File: src/rtl/dd_ip_pkg.sv
package dd_ip_pkg;
    typedef struct packed {
        logic pick1;
        logic pick2;
        logic pick3;
    } dsel_t;

    function automatic dsel_t decode_digit(input logic [1:0] dg);
        dsel_t s;
        s.pick1 = dg[0] & ~dg[1];
        s.pick2 = dg[1] & ~dg[0];
        s.pick3 = dg[1] & dg[0];
        return s;
    endfunction
endpackage

File: src/rtl/dd_digit_select.sv
module dd_digit_select
    import dd_ip_pkg::*;
#(
    parameter int PW = 8
) (
    input  logic [1:0]    digit,
    input  logic [PW-1:0] mult1,
    input  logic [PW-1:0] mult2,
    input  logic [PW-1:0] mult3,
    output logic [PW-1:0] pp
);
    dsel_t sel;

    always_comb begin
        sel = decode_digit(digit);
        pp  = ({PW{sel.pick1}} & mult1)
            | ({PW{sel.pick2}} & mult2)
            | ({PW{sel.pick3}} & mult3);
    end
endmodule

File: src/rtl/dd_column_sum.sv
module dd_column_sum #(
    parameter int N  = 4,
    parameter int IW = 8,
    parameter int SW = 10
) (
    input  logic [N*IW-1:0] terms,
    output logic [SW-1:0]   total
);
    always_comb begin
        total = '0;
        for (int i = 0; i < N; i++) begin
            total = total + {{(SW-IW){terms[i*IW+IW-1]}}, terms[i*IW +: IW]};
        end
    end
endmodule

File: src/rtl/dd_inner_product.sv
module dd_inner_product #(
    parameter int TAPS = 4,
    parameter int XW   = 6,
    parameter int WW   = 6,
    parameter int OW   = XW + WW + $clog2(TAPS)
) (
    input  logic                 clk,
    input  logic                 rst_n,
    input  logic                 in_valid,
    input  logic [TAPS*XW-1:0]   samples,
    input  logic [TAPS*WW-1:0]   weights,
    input  logic [OW-1:0]        desired,
    output logic                 out_valid,
    output logic [OW-1:0]        y_out,
    output logic [OW:0]          err_out
);
    localparam int ND = XW / 2;
    localparam int PW = WW + 2;
    localparam int CW = PW + $clog2(TAPS);

    logic [TAPS*PW-1:0] col_in [ND];
    logic [TAPS*PW-1:0] neg_in;
    logic [CW-1:0]      col_sum [ND];
    logic [CW-1:0]      corr_sum;

    // partial products per tap and digit
    for (genvar t = 0; t < TAPS; t++) begin : g_tap
        logic [PW-1:0] m1, m2, m3;
        logic          xneg;
        assign m1   = {{2{weights[t*WW+WW-1]}}, weights[t*WW +: WW]};
        assign m2   = {m1[PW-2:0], 1'b0};
        assign m3   = m1 + m2;
        assign xneg = samples[t*XW+XW-1];
        assign neg_in[t*PW +: PW] = xneg ? m1 : '0;
        for (genvar d = 0; d < ND; d++) begin : g_dig
            dd_digit_select #(.PW(PW)) u_sel (
                .digit (samples[t*XW+2*d +: 2]),
                .mult1 (m1),
                .mult2 (m2),
                .mult3 (m3),
                .pp    (col_in[d][t*PW +: PW])
            );
        end
    end

    // one adder tree per digit position
    for (genvar d = 0; d < ND; d++) begin : g_col
        dd_column_sum #(.N(TAPS), .IW(PW), .SW(CW)) u_col (
            .terms (col_in[d]),
            .total (col_sum[d])
        );
    end

    dd_column_sum #(.N(TAPS), .IW(PW), .SW(CW)) u_corr (
        .terms (neg_in),
        .total (corr_sum)
    );

    // stage 1: position sums
    logic [CW-1:0] s1_col [ND];
    logic [CW-1:0] s1_corr;
    logic [OW-1:0] s1_des;
    logic          s1_v;

    always_ff @(posedge clk or negedge rst_n) begin
        if (!rst_n) begin
            for (int d = 0; d < ND; d++) s1_col[d] <= '0;
            s1_corr <= '0;
            s1_des  <= '0;
            s1_v    <= 1'b0;
        end else begin
            s1_v <= in_valid;
            if (in_valid) begin
                for (int d = 0; d < ND; d++) s1_col[d] <= col_sum[d];
                s1_corr <= corr_sum;
                s1_des  <= desired;
            end
        end
    end

    // shift-add tree
    logic [OW-1:0] y_comb;
    always_comb begin
        y_comb = '0;
        for (int d = 0; d < ND; d++) begin
            y_comb = y_comb + ({{(OW-CW){s1_col[d][CW-1]}}, s1_col[d]} << (2*d));
        end
        y_comb = y_comb - ({{(OW-CW){s1_corr[CW-1]}}, s1_corr} << XW);
    end

    // stage 2: filter output
    logic [OW-1:0] s2_y;
    logic [OW-1:0] s2_des;
    logic          s2_v;

    always_ff @(posedge clk or negedge rst_n) begin
        if (!rst_n) begin
            s2_y   <= '0;
            s2_des <= '0;
            s2_v   <= 1'b0;
        end else begin
            s2_v <= s1_v;
            if (s1_v) begin
                s2_y   <= y_comb;
                s2_des <= s1_des;
            end
        end
    end

    // stage 3: error
    logic [OW:0] err_comb;
    assign err_comb = {s2_des[OW-1], s2_des} - {s2_y[OW-1], s2_y};

    always_ff @(posedge clk or negedge rst_n) begin
        if (!rst_n) begin
            y_out     <= '0;
            err_out   <= '0;
            out_valid <= 1'b0;
        end else begin
            out_valid <= s2_v;
            if (s2_v) begin
                y_out   <= s2_y;
                err_out <= err_comb;
            end
        end
    end
endmodule

File: config.mk
export PLATFORM = sky130hd
export DESIGN_NAME = dd_inner_product
export DESIGN_NICKNAME = d
export VERILOG_FILES = /design/src/rtl/dd_ip_pkg.sv /design/src/rtl/dd_digit_select.sv /design/src/rtl/dd_column_sum.sv /design/src/rtl/dd_inner_product.sv
export SDC_FILE = /design/constraint.sdc
export NUM_CORES = 1
export LEC_CHECK = 0
export CORE_ASPECT_RATIO = 0.6
export CORE_MARGIN = 4
export CORE_UTILIZATION = 35
export DETAILED_ROUTE_END_ITERATION = 6
export DONT_BUFFER_PORTS = 1
export PLACE_DENSITY = 0.47
export SLEW_MARGIN = 20
export SYNTH_ARGS = -nofsm -noshare
export SYNTH_HDL_FRONTEND = slang
export SYNTH_SLANG_ARGS = --single-unit
File: constraint.sdc
create_clock -name clk -period 3.5 [get_ports clk]
set_input_delay 0 -clock clk [delete_from_list [all_inputs] [get_ports clk]]
set_output_delay 0 -clock clk [all_outputs]
set_load 0.01 [all_outputs]
==> metrics <==
drt pass-1 iters=5; MaxCap Viol Count=0; Tcrit/Tclk final=111%; drt total wl=34.6 mm; core box area=31700 sq um; Rel. slew slack=42.3%; pin count of the biggest net entering global routing=113; status=finished with violations; detailed-route via count=9363; Sw Share=43.4%; Final min period=3880 ps; Overflow after GRT=0; RSZ-0062 raised after global routing=true; area occupied by multi-input gates=8950 sq um; Leak=6.48 nW; Syn Std Cell Area=11400 sq um; Internal=8.90 mW; Ports=95; Synth cell types=62; CTS tree=yes; antenna violations before repair=1; Mapped Cells=1237; final setup TNS=-549 ps; total power=15.7 mW; slew at the pin closest to its max-slew limit=858 ps; GP Congestion=0.896; area grow syn2layout=25.7%; CTS Root Cell=clkbuf_16; Final Skew=7.49 ps; ranking of synthesized cells by area=dfrtp_1 25%, ha_1 12%, fa_1 10%; net switching power=6.81 mW; vias per cell=5.27; top post-synthesis cells by count=141 x inv_1, 113 x ha_1, 112 x dfrtp_1; DRC Markers=0; Chip Height=148 microns; register area share after synthesis=24.6%; asr flop ratio synth=100%; Post-Route Utilization=45.3%; Initial DRC Count=615; Pins Over Slew Limit=0; global-route wire length before repair=54.0 mm; Peak Freq=257 MHz; clk_lat worst skew=370 ps; Final HPWL DP=26.8 mm; CP Data Required Time=3730 ps; part of the power in combinational logic=79.2%; port bufs=0; Synth Register Bits=112; number of flops mapped to enable cells by yosys=0; layout cell share with drive strength beyond 1=29.6%; Num CTS Buffers=9; cell taking the most area after synthesis=dfrtp_1; Hold WS=46.6 ps; endpoints failing setup=7; Wirelength per Cell=19.5 microns; power density cells=1100 nW/um^2; critical path data arrival time=4110 ps; Crit Path Max Fanout=4; placed cells=1728; top_reg_cell synth=dfrtp_1; Seq. cell area=2800 sq um; Filler cells=3079; clock tree buffer depth=2; final non-filler cell total=1775; count leader, synth=inv_1; share of power burned in registers=14.5%; Final nets=1592; Synth warnings=0; clock network power share=6.3%; crit start category=flip-flop; critical path class=flip-flop to flip-flop; die area=35600 sq um; Mapped Nets=1474; mean area per synthesized cell=9.22 sq um; CTS Sinks=112; gr usage total=19.6%; Clock Pin Slew Worst Setup and Hold Paths=70 ps; failing checks=setup timing; H-tree Lvls=3; worst min-delay path category=primary input to flip-flop; fin worst setup slack=-385 ps; pre-CTS setup slack=-525 ps; final hold vios=0; die width=241 microns; CP Capture Type=flip-flop; Post-DP Area=13000 sq um; Initial Util=36.0%; Final ANT Viol Nets=0; post-synth top area share=24.6%; final instance area=14300 sq um; Antenna diodes=0; VDD IR-drop max=1.08 mV; vias in the first global route=9117; Std-Cell Rows=50
==> cell families (layout without fill, tap and decap cells) <==
| logic type | count (synthesis) | count (layout) | share of synthesized area [%] |
|---|---|---|---|
| AOI/OAI and AO/OA | 318 | 318 | 18.6 |
| xor gates and xnor gates | 69 | 69 | 5.42 |
| adders and majority gates | 172 | 172 | 22.7 |
| buffers and inverters | 190 | 312 | 6.25 |
| DFF | 112 | 112 | 24.6 |
| muxes | 106 | 106 | 10.4 |
| and+or+nand+nor | 270 | 270 | 12.1 |
==> critical path, stage by stage (launching register included) <==
cell and delay, ps:
dfrtp_1 380, ha_2 200, inv_2 60, fa_2 210
nor2b_2 50, o31a_2 310, o211a_1 270, nor2_2 160
xnor2_2 140, fa_2 500, ha_4 200, or3_4 330
or4_1 480, o31a_1 130, o41ai_2 60, or4_4 200
o211ai_2 70
==> metal layers <==
layer | share of wire, % | global-route usage, % | vias to the layer above | wire (microns)
met1 | 55 | 32.9 | 4588 | 18900
met5 | 0 | 0 | - | 0
met4 | 0.84 | 2.29 | 0 | 291
li1 | - | - | 4553 | -
met2 | 38 | 25.1 | 201 | 13100
met3 | 6.8 | 4.90 | 21 | 2340
==> power groups by stage <==
stage,logic [mW],clock network (mW),registers [mW]
4_1_cts,11.5,1.03,2.28
2_1_floorplan,7.27,0,2.15
5_1_grt,13.8,1.08,2.33
3_5_place_dp,10.6,0,2.31
3_3_place_gp,10.6,0,2.31
6_report,12.5,0.992,2.27
==> placed cells by master, fill, tap and decap left out, drive strengths merged, types with 16 or more instances in the layout <==
master	Yosys	final
inv	141	142
buf	4	140
ha	113	113
dfrtp	112	112
mux2	96	96
nand2	82	82
o21ai	82	82
a21oi	64	64
fa	59	59
nor2	51	51
xnor2	45	45
a22o	41	41
nor2b	36	36
o21a	27	27
and2	26	26
xor2	23	23
a21o	21	21
a22oi	17	17
dlygate4sd3	0	16
==> registers in the layout, summed over array words and instances (netlist names), 8 cells and up <==
| signal | flops |
|---|---|
| err_out | 15 |
| s1_col | 30 |
| s1_corr | 8 |
| s1_des | 14 |
| s2_des | 14 |
| s2_y | 14 |
| y_out | 14 |
==> what timing repair did <==
| item | 4_1_cts | 5_1_grt |
|---|---|---|
| endpoints found under the hold margin | 165 | 0 |
| hold buffers | 18 | 0 |
| buffers inserted | 7 | 9 |
| cloned | 0 | 0 |
| setup endpoints to repair | 13 | 18 |
| pin swaps | 55 | 75 |
| gates resized for setup | 47 | 88 |
==> path summary, 6_finish.rpt <==
check	start	endpoint	slack (ps)	cells past startpoint
setup / recovery	s1_col[22]$_DFFE_PN0P_	s2_y[13]$_DFFE_PN0P_	-380	16
hold / removal	in_valid	s1_col[8]$_DFFE_PN0P_	50	2
setup reg to reg	s1_col[22]$_DFFE_PN0P_	s2_y[13]$_DFFE_PN0P_	-380	16
hold reg to reg	s1_des[4]$_DFFE_PN0P_	s1_des[4]$_DFFE_PN0P_	510	1
max in group asynchronous	rst_n	s1_col[11]$_DFFE_PN0P_	2810	2
min in group asynchronous	rst_n	s1_des[13]$_DFFE_PN0P_	220	2
==> cell type report <==
cell class / instances / area share (%)
repair buffers: 156 / 8.89
multi-input cells: 935 / 62.4
inverters: 141 / 3.69
clock buffers: 11 / 1.62
flip-flops and latches: 112 / 19.5
clock inverters: 4 / 0.209
well taps: 416 / 3.63
Note: power is estimated with default switching activity, not from simulation.
